==> src/rtl/mdio_mgmt_pkg.sv <==
package mdio_mgmt_pkg;
  localparam int DATA_W  = 16;
  localparam int ADDR_W  = 5;
  localparam int SEL_W   = 3;
  localparam int PRE_LEN = 32;
  localparam int TA_W    = 2;
  localparam int CNT_W   = 4;
  localparam int FRAME_W = PRE_LEN + 2 + 2 + 2 * ADDR_W + TA_W + DATA_W;
  localparam int BITS_W  = $clog2(FRAME_W + 1);
  localparam int REL_LEN = TA_W + DATA_W;

  typedef struct packed {
    logic load;
    logic run;
    logic shift;
    logic sample;
    logic oe;
  } dpCmd_t;

  // reference cycles per MDC half period for a divider code
  function automatic logic [CNT_W-1:0] halfOf(input logic [SEL_W-1:0] code);
    int h;
    h = 2 + (12 * int'(code) + 3) / 7;
    return CNT_W'(h);
  endfunction
endpackage

==> src/rtl/mdio_mgmt_dp.sv <==
module mdio_mgmt_dp
  import mdio_mgmt_pkg::*;
(
  input  logic               clk,
  input  logic               rstN,
  input  dpCmd_t             cmd,
  input  logic [FRAME_W-1:0] loadVec,
  input  logic [SEL_W-1:0]   clkSel,
  input  logic               mdioIn,
  output logic               riseEv,
  output logic               fallEv,
  output logic               mdc,
  output logic               mdioOut,
  output logic               mdioOe,
  output logic [DATA_W-1:0]  rxData
);
  logic [CNT_W-1:0]   divCnt;
  logic [CNT_W-1:0]   halfLim;
  logic               mdcQ;
  logic               edgeNow;
  logic [FRAME_W-1:0] txSh;
  logic [DATA_W-1:0]  rxSh;

  assign halfLim = halfOf(clkSel);
  assign edgeNow = cmd.run && (divCnt == halfLim - CNT_W'(1));
  assign riseEv  = edgeNow && !mdcQ;
  assign fallEv  = edgeNow && mdcQ;

  always_ff @(posedge clk or negedge rstN) begin
    if (!rstN) begin
      divCnt <= '0;
      mdcQ   <= 1'b0;
    end else if (!cmd.run) begin
      divCnt <= '0;
      mdcQ   <= 1'b0;
    end else if (edgeNow) begin
      divCnt <= '0;
      mdcQ   <= ~mdcQ;
    end else begin
      divCnt <= divCnt + CNT_W'(1);
    end
  end

  always_ff @(posedge clk or negedge rstN) begin
    if (!rstN) begin
      txSh <= '0;
    end else if (cmd.load) begin
      txSh <= loadVec;
    end else if (cmd.shift) begin
      txSh <= {txSh[FRAME_W-2:0], 1'b0};
    end
  end

  always_ff @(posedge clk or negedge rstN) begin
    if (!rstN) begin
      rxSh <= '0;
    end else if (cmd.sample) begin
      rxSh <= {rxSh[DATA_W-2:0], mdioIn};
    end
  end

  assign mdc     = mdcQ;
  assign mdioOut = txSh[FRAME_W-1];
  assign mdioOe  = cmd.oe;
  assign rxData  = rxSh;

  a_r8_out_on_low: assert property (@(posedge clk) disable iff (!rstN)
    !$stable(mdioOut) |-> !mdcQ);
  a_r11_idle_low: assert property (@(posedge clk) disable iff (!rstN)
    !cmd.run |=> !mdcQ);
  a_r6_sample_released: assert property (@(posedge clk) disable iff (!rstN)
    cmd.sample |-> !cmd.oe);
endmodule

==> src/rtl/mdio_mgmt_ctrl.sv <==
module mdio_mgmt_ctrl
  import mdio_mgmt_pkg::*;
(
  input  logic               clk,
  input  logic               rstN,
  input  logic               wrEn,
  input  logic               wrSel,
  input  logic [31:0]        wrData,
  input  logic               rdSel,
  output logic [31:0]        rdData,
  input  logic               riseEv,
  input  logic               fallEv,
  input  logic [DATA_W-1:0]  rxData,
  output dpCmd_t             cmd,
  output logic [FRAME_W-1:0] loadVec,
  output logic [SEL_W-1:0]   clkSel
);
  localparam int REG_LO = 16;
  localparam int RNW_B  = 21;
  localparam int SKIP_B = 22;
  localparam int GO_B   = 23;
  localparam int SEL_LO = 24;
  localparam int PHY_LO = 16;

  logic [DATA_W-1:0] dataF;
  logic [ADDR_W-1:0] regF;
  logic [ADDR_W-1:0] phyF;
  logic [SEL_W-1:0]  selF;
  logic              rnwF, skipF, startF, busyF;
  logic [BITS_W-1:0] bitsLeft;
  logic              ctrlWr, launch, lastBit;
  logic              wrRnw;
  logic [FRAME_W-1:0] frameVec;
  logic              unusedWrBits;

  assign unusedWrBits = &{1'b0, wrData[31:SEL_LO+SEL_W]};
  assign ctrlWr  = wrEn && !wrSel && !busyF;
  assign launch  = ctrlWr && wrData[GO_B];
  assign lastBit = busyF && fallEv && (bitsLeft == BITS_W'(1));
  assign wrRnw   = wrData[RNW_B];

  always_comb begin
    frameVec = {{PRE_LEN{1'b1}}, 2'b01,
                wrRnw ? 2'b10 : 2'b01,
                phyF,
                wrData[REG_LO +: ADDR_W],
                wrRnw ? 2'b11 : 2'b10,
                wrRnw ? {DATA_W{1'b1}} : wrData[DATA_W-1:0]};
    if (wrData[SKIP_B]) begin
      loadVec = {frameVec[FRAME_W-PRE_LEN-1:0], {PRE_LEN{1'b0}}};
    end else begin
      loadVec = frameVec;
    end
  end

  always_ff @(posedge clk or negedge rstN) begin
    if (!rstN) begin
      phyF <= '0;
    end else if (wrEn && wrSel) begin
      phyF <= wrData[PHY_LO +: ADDR_W];
    end
  end

  always_ff @(posedge clk or negedge rstN) begin
    if (!rstN) begin
      dataF    <= '0;
      regF     <= '0;
      selF     <= '0;
      rnwF     <= 1'b0;
      skipF    <= 1'b0;
      startF   <= 1'b0;
      busyF    <= 1'b0;
      bitsLeft <= '0;
    end else if (ctrlWr) begin
      dataF  <= wrData[DATA_W-1:0];
      regF   <= wrData[REG_LO +: ADDR_W];
      rnwF   <= wrData[RNW_B];
      skipF  <= wrData[SKIP_B];
      selF   <= wrData[SEL_LO +: SEL_W];
      startF <= wrData[GO_B];
      busyF  <= wrData[GO_B];
      bitsLeft <= wrData[SKIP_B] ? BITS_W'(FRAME_W - PRE_LEN) : BITS_W'(FRAME_W);
    end else if (busyF && fallEv) begin
      bitsLeft <= bitsLeft - BITS_W'(1);
      if (lastBit) begin
        startF <= 1'b0;
        busyF  <= 1'b0;
        if (rnwF) begin
          dataF <= rxData;
        end
      end
    end
  end

  always_comb begin
    cmd.load   = launch;
    cmd.run    = busyF;
    cmd.shift  = busyF && fallEv;
    cmd.sample = busyF && riseEv && rnwF && (bitsLeft <= BITS_W'(DATA_W));
    cmd.oe     = busyF && !(rnwF && (bitsLeft <= BITS_W'(REL_LEN)));
  end

  assign clkSel = selF;

  always_comb begin
    if (rdSel) begin
      rdData = {{(32-PHY_LO-ADDR_W){1'b0}}, phyF, {PHY_LO{1'b0}}};
    end else begin
      rdData = {4'b0, busyF, selF, startF, skipF, rnwF, regF, dataF};
    end
  end

  a_r9_frozen_busy: assert property (@(posedge clk) disable iff (!rstN)
    (busyF && !fallEv && wrEn && !wrSel) |=>
      ($stable(regF) && $stable(selF) && $stable(rnwF) && $stable(skipF) && $stable(dataF)));
  a_r3_count_range: assert property (@(posedge clk) disable iff (!rstN)
    busyF |-> (bitsLeft != '0) && (bitsLeft <= BITS_W'(FRAME_W)));
  a_r3_flags_together: assert property (@(posedge clk) disable iff (!rstN)
    $fell(busyF) |-> !startF && $past(bitsLeft) == BITS_W'(1));
endmodule

==> src/rtl/mdio_mgmt_top.sv <==
module mdio_mgmt_top
  import mdio_mgmt_pkg::*;
(
  input  logic        clk,
  input  logic        rstN,
  input  logic        wrEn,
  input  logic        wrSel,
  input  logic [31:0] wrData,
  input  logic        rdSel,
  output logic [31:0] rdData,
  output logic        mdc,
  output logic        mdioOut,
  output logic        mdioOe,
  input  logic        mdioIn
);
  dpCmd_t             cmd;
  logic [FRAME_W-1:0] loadVec;
  logic [SEL_W-1:0]   clkSel;
  logic               riseEv, fallEv;
  logic [DATA_W-1:0]  rxData;

  mdio_mgmt_ctrl uCtrl (
    .clk(clk), .rstN(rstN), .wrEn(wrEn), .wrSel(wrSel), .wrData(wrData),
    .rdSel(rdSel), .rdData(rdData), .riseEv(riseEv), .fallEv(fallEv),
    .rxData(rxData), .cmd(cmd), .loadVec(loadVec), .clkSel(clkSel)
  );

  mdio_mgmt_dp uDp (
    .clk(clk), .rstN(rstN), .cmd(cmd), .loadVec(loadVec), .clkSel(clkSel),
    .mdioIn(mdioIn), .riseEv(riseEv), .fallEv(fallEv), .mdc(mdc),
    .mdioOut(mdioOut), .mdioOe(mdioOe), .rxData(rxData)
  );
endmodule

==> config.mk <==
export PLATFORM = sky130hd
export DESIGN_NAME = mdio_mgmt_top
export DESIGN_NICKNAME = d
export VERILOG_FILES = /design/src/rtl/mdio_mgmt_pkg.sv /design/src/rtl/mdio_mgmt_dp.sv /design/src/rtl/mdio_mgmt_ctrl.sv /design/src/rtl/mdio_mgmt_top.sv
export SDC_FILE = /design/constraint.sdc
export NUM_CORES = 1
export LEC_CHECK = 0
export ABC_AREA = 1
export CAP_MARGIN = 30
export CORE_ASPECT_RATIO = 2
export CORE_MARGIN = 5
export CORE_UTILIZATION = 45
export DETAILED_ROUTE_END_ITERATION = 6
export PLACE_DENSITY = 0.71
export SETUP_SLACK_MARGIN = 0.4
export SLEW_MARGIN = 5
export SYNTH_ARGS = -nofsm -noshare
export SYNTH_HDL_FRONTEND = slang
export SYNTH_SLANG_ARGS = --single-unit
==> constraint.sdc <==
create_clock -name clk -period 8.2 [get_ports clk]
set_clock_uncertainty 0.15 [all_clocks]
set_input_delay 1.64 -clock clk [delete_from_list [all_inputs] [get_ports clk]]
set_output_delay 1.64 -clock clk [all_outputs]
set_load 0.01 [all_outputs]
==> out/summary.txt, run 1 <==
Run status -> complete, no violations
Max incr delay on CP -> 440 ps
Post-CTS Resized -> 0
Final Non-Filler Cells -> 1209
CTS root buffer -> clkbuf_16
Share of the synthesized area in the top cell type -> 42.6%
NetSw -> 1.77 mW
Total CTS buffers -> 17
Die ar. -> 19000 µm²
Slew @ Worst Pin -> 867 ps
Num rows -> 65
Pleak -> 4.12 nW
Setup TNS -> 0 ps
Fin crit share -> 85.4%
Vias in the first global route -> 6452
Share of cells above drive strength 1 -> 10.8%
Global route overflow -> 0
Initial antenna violation count -> 0
Initial core utilization -> 45.9%
Final Cell Area -> 8570 µm²
Via-to-Cell Ratio -> 5.16
Seq pwr share -> 23.9%
Post-DP HPWL -> 12.3 mm
Footprint of the multi-input gates -> 3300 µm²
Filler instances -> 1532
Layout area overhead -> 17.7%
Hold path start -> uDp.txSh[29]$_DFFE_PN0P_
Core box area -> 15900 µm²
Reg2reg end -> uDp.txSh[25]$_DFFE_PN0P_
CTS sink cnt -> 124
Pins over their slew limit -> 0
Hold depth -> 2
Critical Setup Path Class -> reg -> reg
Final Core Density -> 54.1%
Clk pwr share -> 19.4%
Critical Path RT -> 8370 ps
Die Height -> 190 µm
Achievable Freq -> 143 MHz
Vias -> 6244
Crit. End Element -> flop
Post-place instance area -> 7980 µm²
Synth area leader -> dfrtp_1
H-tree depth -> 4
Seq/Total Area, Yosys -> 42.6%
Router iterations before antenna repair -> 5
Post-CTS setup buffer count -> 0
Die width -> 100 µm
GRT Util Overall -> 19.1%
Worst Path Arrival -> 7170 ps
Reg2Reg Depth -> 38
Pwr/cell area -> 448 nW/µm²
DRC Markers -> 0
Nets -> 1051
Cell-internal power -> 2.07 mW
Tot Pwr -> 3.84 mW
Top area cells in the synthesized netlist -> dfrtp_1 (43%), nand2_1 (12%), inv_1 (7.3%)
Critical Path Source Type -> flop
Cts hold-fix bufs -> 0
IO Port Bufs -> 63
Synth Cell Area -> 7280 µm²
Setup violators final -> 0
Clk Latency, worst-skew pair -> 410 ps
Hold Vio Cnt, Final -> 0
Worst path most repeated cell -> nand2_1
Combinational power share -> 56.7%
Diode count -> 0
Cells after Synth -> 947
Largest net degree at the start of global routing -> 68
Drt first-iter violations -> 275
Reg2Reg Setup Slack -> 1200 ps
CTS tree -> done
Hold endpoint -> uDp.txSh[29]$_DFFE_PN0P_
Number of synthesis warnings -> 0
Final Critical Period -> 7000 ps
Hold crit path type -> reg -> reg
Synth unique cells -> 44
# Max-Cap Violations -> 0
Clock Pin Slew Worst Setup and Hold Paths -> 60 ps
GP Congestion -> 0.843
Post-Route WL -> 17.1 mm
RSZ-0062 raised after global routing -> false
DR WL/cell -> 14.1 µm
# IOs -> 73
Detail Route Antenna Nets -> 0
Placed Cells incl. Taps -> 1177
Slew margin rel. -> 42.0%
CP max stage cell -> dfrtp_1
First-pass GRT wire length -> 29.4 mm
Maximum clock insertion buffer count -> 2
Maximum VDD drop -> 0.000199 V
Switching Share -> 46.0%
FF-to-FF Start -> uCtrl.clkSel[0]$_DFFE_PN0P_
Worst-path fanout max -> 64
Avg Cell Area, Syn -> 7.69 µm²
FF+latch area -> 3100 µm²
FF+latch count, synth -> 124
[layout make-up]
type,instances,share of cell area [%]
clock buffers,17,4.96
clock inverters,15,1.90
inverters,152,6.68
multi-input cells,627,38.5
flip-flops and latches,124,36.2
well taps,201,2.93
repair buffers,73,8.81
[critical path: cells and delay by family, from the launching register on]
kind,cells,cell delay (ps)
buffers and inverters,4,500
AOI/OAI and AO/OA,4,800
and+or+nand+nor,22,3040
DFF,1,440
adders and majority gates,7,1800
xor gates and xnor gates,1,150
[state kept, by name, indices dropped and copies added, names as in the netlist, 3 cells and up]
register	flops
uCtrl.bitsLeft	7
uCtrl.regF	5
uDp.txSh	64
uDp.divCnt	4
uCtrl.clkSel	3
uCtrl.dataF	16
uDp.rxData	16
uCtrl.phyF	5
[metrics by stage]
stage               hold slack, ps  worst slack [ps]
floorplan                      287              2380
CTS                            324               933
global route                   341               500
global placement               306              1110
detailed placement             309               971
finish                         327              1200
[cell usage after synthesis]
cell type,instances
nand2_1,225
inv_1,141
dfrtp_1,124
nor2_1,66
nand3_1,63
o21ai_0,56
o21ai_1,39
o22ai_1,29
a22oi_1,26
o21ai_2,24
ha_1,16
clkbuf_1,15
a21oi_1,14
nand4_1,14
nand2_2,12
buf_2,10
inv_2,9
dlygate4sd1_1,8
buf_4,6
buf_8,6
xor2_1,6
nand3_2,4
nor2_2,4
nand3b_1,3
and2_1,2
fa_1,2
nand2_4,2
nand3_4,2
nor2_4,2
o21bai_1,2
or2_2,2
a211oi_1,1
a21oi_2,1
a31oi_1,1
buf_6,1
clkbuf_2,1
clkinv_1,1
conb_1,1
inv_4,1
nor3_1,1
o211ai_2,1
o21a_1,1
o21ai_4,1
xnor2_1,1
[cells in the final DEF, fill, tap and decap left out, drive strengths merged, types with 3 or more instances in the layout]
cell and count:
clkbuf 17, nand3b 3, a21oi 15, nand4 14, ha 16, clkinvlp 3
a22oi 26, nand2 239, clkdlybuf4s50 62, dfrtp 124, conb 4, nor2 72
inv 156, o21ai 120, o22ai 29, buf 11, nand3 69, xor2 6
clkinv 6
[worst max path at each step]
stage / start / slack [ps] / cells past startpoint / to
after floorplan: uCtrl.clkSel[0]$_DFFE_PN0P_ / 2380 / 38 / uDp.txSh[49]$_DFFE_PN0P_
after global placement: uCtrl.clkSel[0]$_DFFE_PN0P_ / 1110 / 40 / uDp.txSh[27]$_DFFE_PN0P_
after detailed placement: uCtrl.clkSel[0]$_DFFE_PN0P_ / 970 / 38 / uDp.txSh[27]$_DFFE_PN0P_
after CTS: uCtrl.clkSel[0]$_DFFE_PN0P_ / 930 / 38 / uDp.txSh[25]$_DFFE_PN0P_
after global routing: uCtrl.clkSel[0]$_DFFE_PN0P_ / 500 / 40 / uDp.txSh[25]$_DFFE_PN0P_
final: uCtrl.clkSel[0]$_DFFE_PN0P_ / 1200 / 38 / uDp.txSh[25]$_DFFE_PN0P_
[routing by layer]
metal	vias up	wire, µm	global-route usage (%)
met5	-	0	0
met4	0	454	7.52
met3	32	567	3.49
met2	124	9440	36.2
met1	2955	6620	20.5
li1	3133	-	-
[power groups by stage]
stage | Combinational, mW | Sequential [mW] | Clock, mW
after floorplan | 1.79 | 0.903 | 0
after global placement | 2.14 | 0.922 | 0
after detailed placement | 2.18 | 0.929 | 0
after CTS | 2.19 | 0.920 | 0.758
after global routing | 2.50 | 0.945 | 0.787
final | 2.18 | 0.919 | 0.743
[logic make-up after synthesis]
family / after synthesis / synth area share, %
xor gates and xnor gates: 7 / 0.842
and+or+nand+nor: 402 / 24.3
adders and majority gates: 18 / 3.30
buffers and inverters: 199 / 12.4
AOI/OAI and AO/OA: 196 / 16.6
DFF: 124 / 42.6
other: 1 / 0.0515
Note: power is estimated with default switching activity, not from simulation.
==> inputs of run 2 (changes only) <==
--- a/config.mk
+++ b/config.mk
@@ -8,10 +8,9 @@
 export ABC_AREA = 1
 export CAP_MARGIN = 30
 export CORE_ASPECT_RATIO = 2
-export CORE_MARGIN = 5
 export CORE_UTILIZATION = 45
 export DETAILED_ROUTE_END_ITERATION = 6
-export PLACE_DENSITY = 0.71
+export PLACE_DENSITY_LB_ADDON = 0.12
 export SETUP_SLACK_MARGIN = 0.4
 export SLEW_MARGIN = 5
 export SYNTH_ARGS = -nofsm -noshare
==> run 2 against run 1 <==
Against the previous run: die area decreased by 12%; sequential power about the same; maximum frequency fell by 2.2%; flip-flop and latch count unchanged; sequential share of layout area shrank 0.15 points; combinational power hardly changed; global-route usage up 3.1 points; clock-buffer cell count grew 4; critical endpoint is now uDp.txSh[45]$_DFFE_PN0P_; largest cell class unchanged; largest power group unchanged.
==> out/summary.txt, run 2 (synthesis results as in run 1) <==
Number of flip-flops in the largest register -> 64
Core box area -> 15800 µm²
Cts hold-fix bufs -> 0
Post-DP HPWL -> 12.3 mm
Crit. End Element -> flop
DR WL/cell -> 14.3 µm
Run status -> complete, no violations
Post-Route WL -> 17.2 mm
Hold crit path type -> reg -> reg
Post-CTS setup buffer count -> 0
Worst Path Arrival -> 7350 ps
Hold depth -> 2
Reg2Reg Setup Slack -> 1040 ps
Initial core utilization -> 46.2%
Slew @ Worst Pin -> 982 ps
Maximum clock insertion buffer count -> 2
DRC Markers -> 0
Final Non-Filler Cells -> 1209
Pwr/cell area -> 452 nW/µm²
Reg with most FFs -> uDp.txSh
CTS sink cnt -> 124
Num rows -> 65
Via-to-Cell Ratio -> 5.12
Critical Setup Path Class -> reg -> reg
Commonest non-fill, non-tap cells in the layout -> nand2_1 (225), inv_1 (141), dfrtp_1 (124)
Slew margin rel. -> 34.3%
Dpl ws -> 1030 ps
Final WS setup -> 1040 ps
Maximum VDD drop -> 0.000287 V
Drt first-iter violations -> 317
Worst-path fanout max -> 70
Filler instances -> 1552
Clk Latency, worst-skew pair -> 420 ps
Router iterations before antenna repair -> 5
Hold Vio Cnt, Final -> 0
Pins over their slew limit -> 0
Share of cells above drive strength 1 -> 10.7%
Total CTS buffers -> 17
Layout area overhead -> 18.2%
CTS root buffer -> clkbuf_16
Die Height -> 182 µm
Placed Cells incl. Taps -> 1176
Clock Pin Slew Worst Setup and Hold Paths -> 60 ps
Initial antenna violation count -> 0
H-tree depth -> 4
Detail Route Antenna Nets -> 0
GRT Util Overall -> 22.3%
Diode count -> 0
Post-CTS Resized -> 0
Vias in the first global route -> 6246
Tot Pwr -> 3.89 mW
CTS tree -> done
RSZ-0062 raised after global routing -> false
First-pass GRT wire length -> 29.2 mm
Reg2reg end -> uDp.txSh[45]$_DFFE_PN0P_
Commonest non-fill, non-tap cell in the layout -> nand2_1
Global route overflow -> 0
Largest net degree at the start of global routing -> 74
Setup TNS -> 0 ps
Max incr delay on CP -> 450 ps
Critical Path Source Type -> flop
Die ar. -> 16700 µm²
Hold endpoint -> uDp.txSh[29]$_DFFE_PN0P_
Vias -> 6196
Worst path most repeated cell -> nand2_1
GP Congestion -> 0.875
Fin crit share -> 87.3%
Hold path start -> uDp.txSh[29]$_DFFE_PN0P_
Reg2Reg Depth -> 38
IO Port Bufs -> 63
Nets -> 1051
CP max stage cell -> dfrtp_1
Die width -> 92.0 µm
# IOs -> 73
Setup violators final -> 0
WHS -> 322 ps
# Max-Cap Violations -> 0
Final Critical Period -> 7160 ps
Pleak -> 4.14 nW
FF-to-FF Start -> uCtrl.clkSel[0]$_DFFE_PN0P_
Achievable Freq -> 140 MHz
Critical Path RT -> 8390 ps
[run 2: power by group]
group	switching, mW	leakage [nW]	internal (mW)
Combinational	1.40	2.24	0.802
Sequential	0.0930	1.60	0.823
Clock	0.274	0.295	0.500
Total	1.76	4.14	2.12
[run 2: worst max-delay path by stage]
stage	from	endpoint	slack, ps	cells after the start
2_1_floorplan	uCtrl.clkSel[0]$_DFFE_PN0P_	uDp.txSh[49]$_DFFE_PN0P_	2380	38
3_3_place_gp	uCtrl.clkSel[0]$_DFFE_PN0P_	uDp.txSh[7]$_DFFE_PN0P_	1100	38
3_5_place_dp	uCtrl.clkSel[0]$_DFFE_PN0P_	uDp.txSh[16]$_DFFE_PN0P_	1030	37
4_1_cts	uCtrl.clkSel[0]$_DFFE_PN0P_	uDp.txSh[45]$_DFFE_PN0P_	990	38
5_1_grt	uCtrl.clkSel[0]$_DFFE_PN0P_	uDp.txSh[36]$_DFFE_PN0P_	470	38
6_report	uCtrl.clkSel[0]$_DFFE_PN0P_	uDp.txSh[45]$_DFFE_PN0P_	1040	38
[run 2: critical path: cells and delay by family, from the launching register on]
kind / cells / cell delay, ps
fa+ha+maj: 7 / 1780
simple gates: 21 / 3070
buf+inv: 5 / 620
compound gates: 4 / 810
flops: 1 / 450
xor+xnor: 1 / 150
[run 2: cell type report]
cell class              count  area, µm²  area share (%)
flip-flops and latches    124       3100            36.0
repair buffers             73        776            9.01
well taps                 201        251            2.92
clock buffers              21        470            5.47
clock inverters            11        141            1.64
inverters                 152        573            6.66
multi-input cells         627       3290            38.3
[run 2: routing by layer]
layer  GRT usage, %  share of wire [%]
met2           42.4                 56
met3           4.10                2.3
met5              0                  0
met4           8.69                2.2
met1           23.6                 40
[run 2: metrics by stage]
step	util [%]	cell area, µm²
finish	54.6	8610
global route	54.6	8610
CTS	54.4	8580
detailed placement	50.5	7970
global placement	50.2	7910
floorplan	-	7290
==> inputs of run 3 (changes only) <==
--- a/config.mk
+++ b/config.mk
@@ -11,6 +11,7 @@
 export CORE_UTILIZATION = 45
 export DETAILED_ROUTE_END_ITERATION = 6
 export PLACE_DENSITY_LB_ADDON = 0.12
+export REMOVE_ABC_BUFFERS = 1
 export SETUP_SLACK_MARGIN = 0.4
 export SLEW_MARGIN = 5
 export SYNTH_ARGS = -nofsm -noshare
==> run 3 against run 2 <==
Against the previous run: wire length grew 2.0%; clock power grew 11%; total power grew 2.3%; via count shrank 0.11%; non-clock buffer count grew 2; design area grew 0.45%; maximum frequency grew 2.2%; final cell count grew 0.17%.
==> out/summary.txt, run 3 (synthesis results as in run 1) <==
Critical Path Source Type -> flop
Pwr/cell area -> 460 nW/µm²
Worst Path Arrival -> 7160 ps
Worst Path Buf+Inv -> 4
Initial antenna violation count -> 0
Worst-path fanout max -> 16
Footprint of the multi-input gates -> 3300 µm²
Reg with most FFs -> uDp.txSh
Vias -> 6189
Layout area overhead -> 18.7%
Reg2Reg Setup Slack -> 1190 ps
FF-to-FF Start -> uCtrl.clkSel[0]$_DFFE_PN0P_
IO Port Bufs -> 63
Vias in the first global route -> 6215
Via-to-Cell Ratio -> 5.11
GP Congestion -> 0.865
CP top delay family -> simple AND/OR/NAND/NOR gates
Post-CTS setup buffer count -> 0
Largest net degree at the start of global routing -> 64
DR WL/cell -> 14.5 µm
Total CTS buffers -> 17
H-tree depth -> 4
CP max stage cell -> nand4_1
Setup TNS -> 0 ps
Hold Vio Cnt, Final -> 0
Final Cell Area -> 8650 µm²
Global route overflow -> 0
CTS root buffer -> clkbuf_16
CTS sink cnt -> 124
Post-Route WL -> 17.6 mm
Initial core utilization -> 46.2%
Hold depth -> 2
Post-CTS Resized -> 0
Pins over their slew limit -> 0
Max incr delay on CP -> 600 ps
Final Critical Period -> 7010 ps
Critical Setup Path Class -> reg -> reg
Achievable Freq -> 143 MHz
Post-place instance area -> 7960 µm²
Drt first-iter violations -> 293
# IOs -> 73
Critical Path RT -> 8350 ps
Hold path start -> uDp.txSh[29]$_DFFE_PN0P_
Detail Route Antenna Nets -> 0
# Max-Cap Violations -> 0
First-pass GRT wire length -> 29.5 mm
Worst path most repeated cell -> nand2_1
Post-DP HPWL -> 12.5 mm
Die Height -> 182 µm
Fin crit share -> 85.4%
Slew margin rel. -> 38.3%
Final Core Density -> 54.8%
Die ar. -> 16700 µm²
Share of cells above drive strength 1 -> 11.0%
Maximum clock insertion buffer count -> 2
Commonest non-fill, non-tap cells in the layout -> nand2_1 (225), inv_1 (141), dfrtp_1 (124)
Pleak -> 4.17 nW
Crit. End Element -> flop
Hold endpoint -> uDp.txSh[29]$_DFFE_PN0P_
Reg2Reg Depth -> 36
DRC Markers -> 0
Slew @ Worst Pin -> 922 ps
FF+latch area -> 3100 µm²
CTS tree -> done
RSZ-0062 raised after global routing -> false
Run status -> complete, no violations
Maximum VDD drop -> 0.000207 V
Filler instances -> 1540
Clk Latency, worst-skew pair -> 420 ps
Setup violators final -> 0
Die width -> 92.0 µm
Num rows -> 65
Hold crit path type -> reg -> reg
Commonest non-fill, non-tap cell in the layout -> nand2_1
Cts hold-fix bufs -> 0
Diode count -> 0
Clock Pin Slew Worst Setup and Hold Paths -> 60 ps
Nets -> 1053
Core box area -> 15800 µm²
Router iterations before antenna repair -> 5
Number of flip-flops in the largest register -> 64
Reg2reg end -> uCtrl.dataF[12]$_DFFE_PN0P_
GRT Util Overall -> 22.5%
[run 3: final cells by class]
type	instances	share of cell area, %
Multi-Input combinational cell	627	38.2
Sequential cell	124	35.9
Timing Repair Buffer	75	8.54
Inverter	152	6.63
Clock buffer	18	5.08
Tap cell	201	2.91
Clock inverter	14	2.78
[run 3: routing by layer]
metal	global-route usage (%)	vias up	share of wire (%)
met1	24.1	2910	39
met3	3.39	30	2.7
met4	10.4	0	3.0
li1	-	3137	-
met2	42.2	112	55
met5	0	-	0
[run 3: worst min-delay path, delay by kind of cell, from the launching register on]
family           cells  cell delay (ps)
flip-flops           1              340
AND/OR/NAND/NOR      2              100
[run 3: metrics by stage]
step,hold slack (ps),cells,power (mW),setup WS [ps]
floorplan,287,903,2.63,1810
global placement,305,1178,3.10,1070
detailed placement,310,1179,3.13,1000
CTS,325,1211,4.01,975
global route,345,1211,4.35,470
finish,325,1211,3.98,1190
[run 3: worst max path at each step]
stage | startpoint | slack [ps] | endpoint | depth (start not counted)
after detailed placement | uCtrl.clkSel[0]$_DFFE_PN0P_ | 1000 | uDp.txSh[22]$_DFFE_PN0P_ | 37
after global placement | uCtrl.clkSel[0]$_DFFE_PN0P_ | 1070 | uDp.txSh[22]$_DFFE_PN0P_ | 37
final | uCtrl.clkSel[0]$_DFFE_PN0P_ | 1190 | uCtrl.dataF[12]$_DFFE_PN0P_ | 36
after global routing | uCtrl.clkSel[0]$_DFFE_PN0P_ | 470 | uDp.txSh[23]$_DFFE_PN0P_ | 40
after floorplan | uCtrl.clkSel[0]$_DFFE_PN0P_ | 1810 | uDp.txSh[49]$_DFFE_PN0P_ | 37
after CTS | uCtrl.clkSel[0]$_DFFE_PN0P_ | 980 | uDp.txSh[22]$_DFFE_PN0P_ | 37
[run 3: where the power goes]
part	leakage (nW)	internal, mW	switching [mW]	total, mW
combinational	2.24	0.798	1.40	2.20
clock	0.327	0.579	0.283	0.862
sequential	1.60	0.823	0.0966	0.920
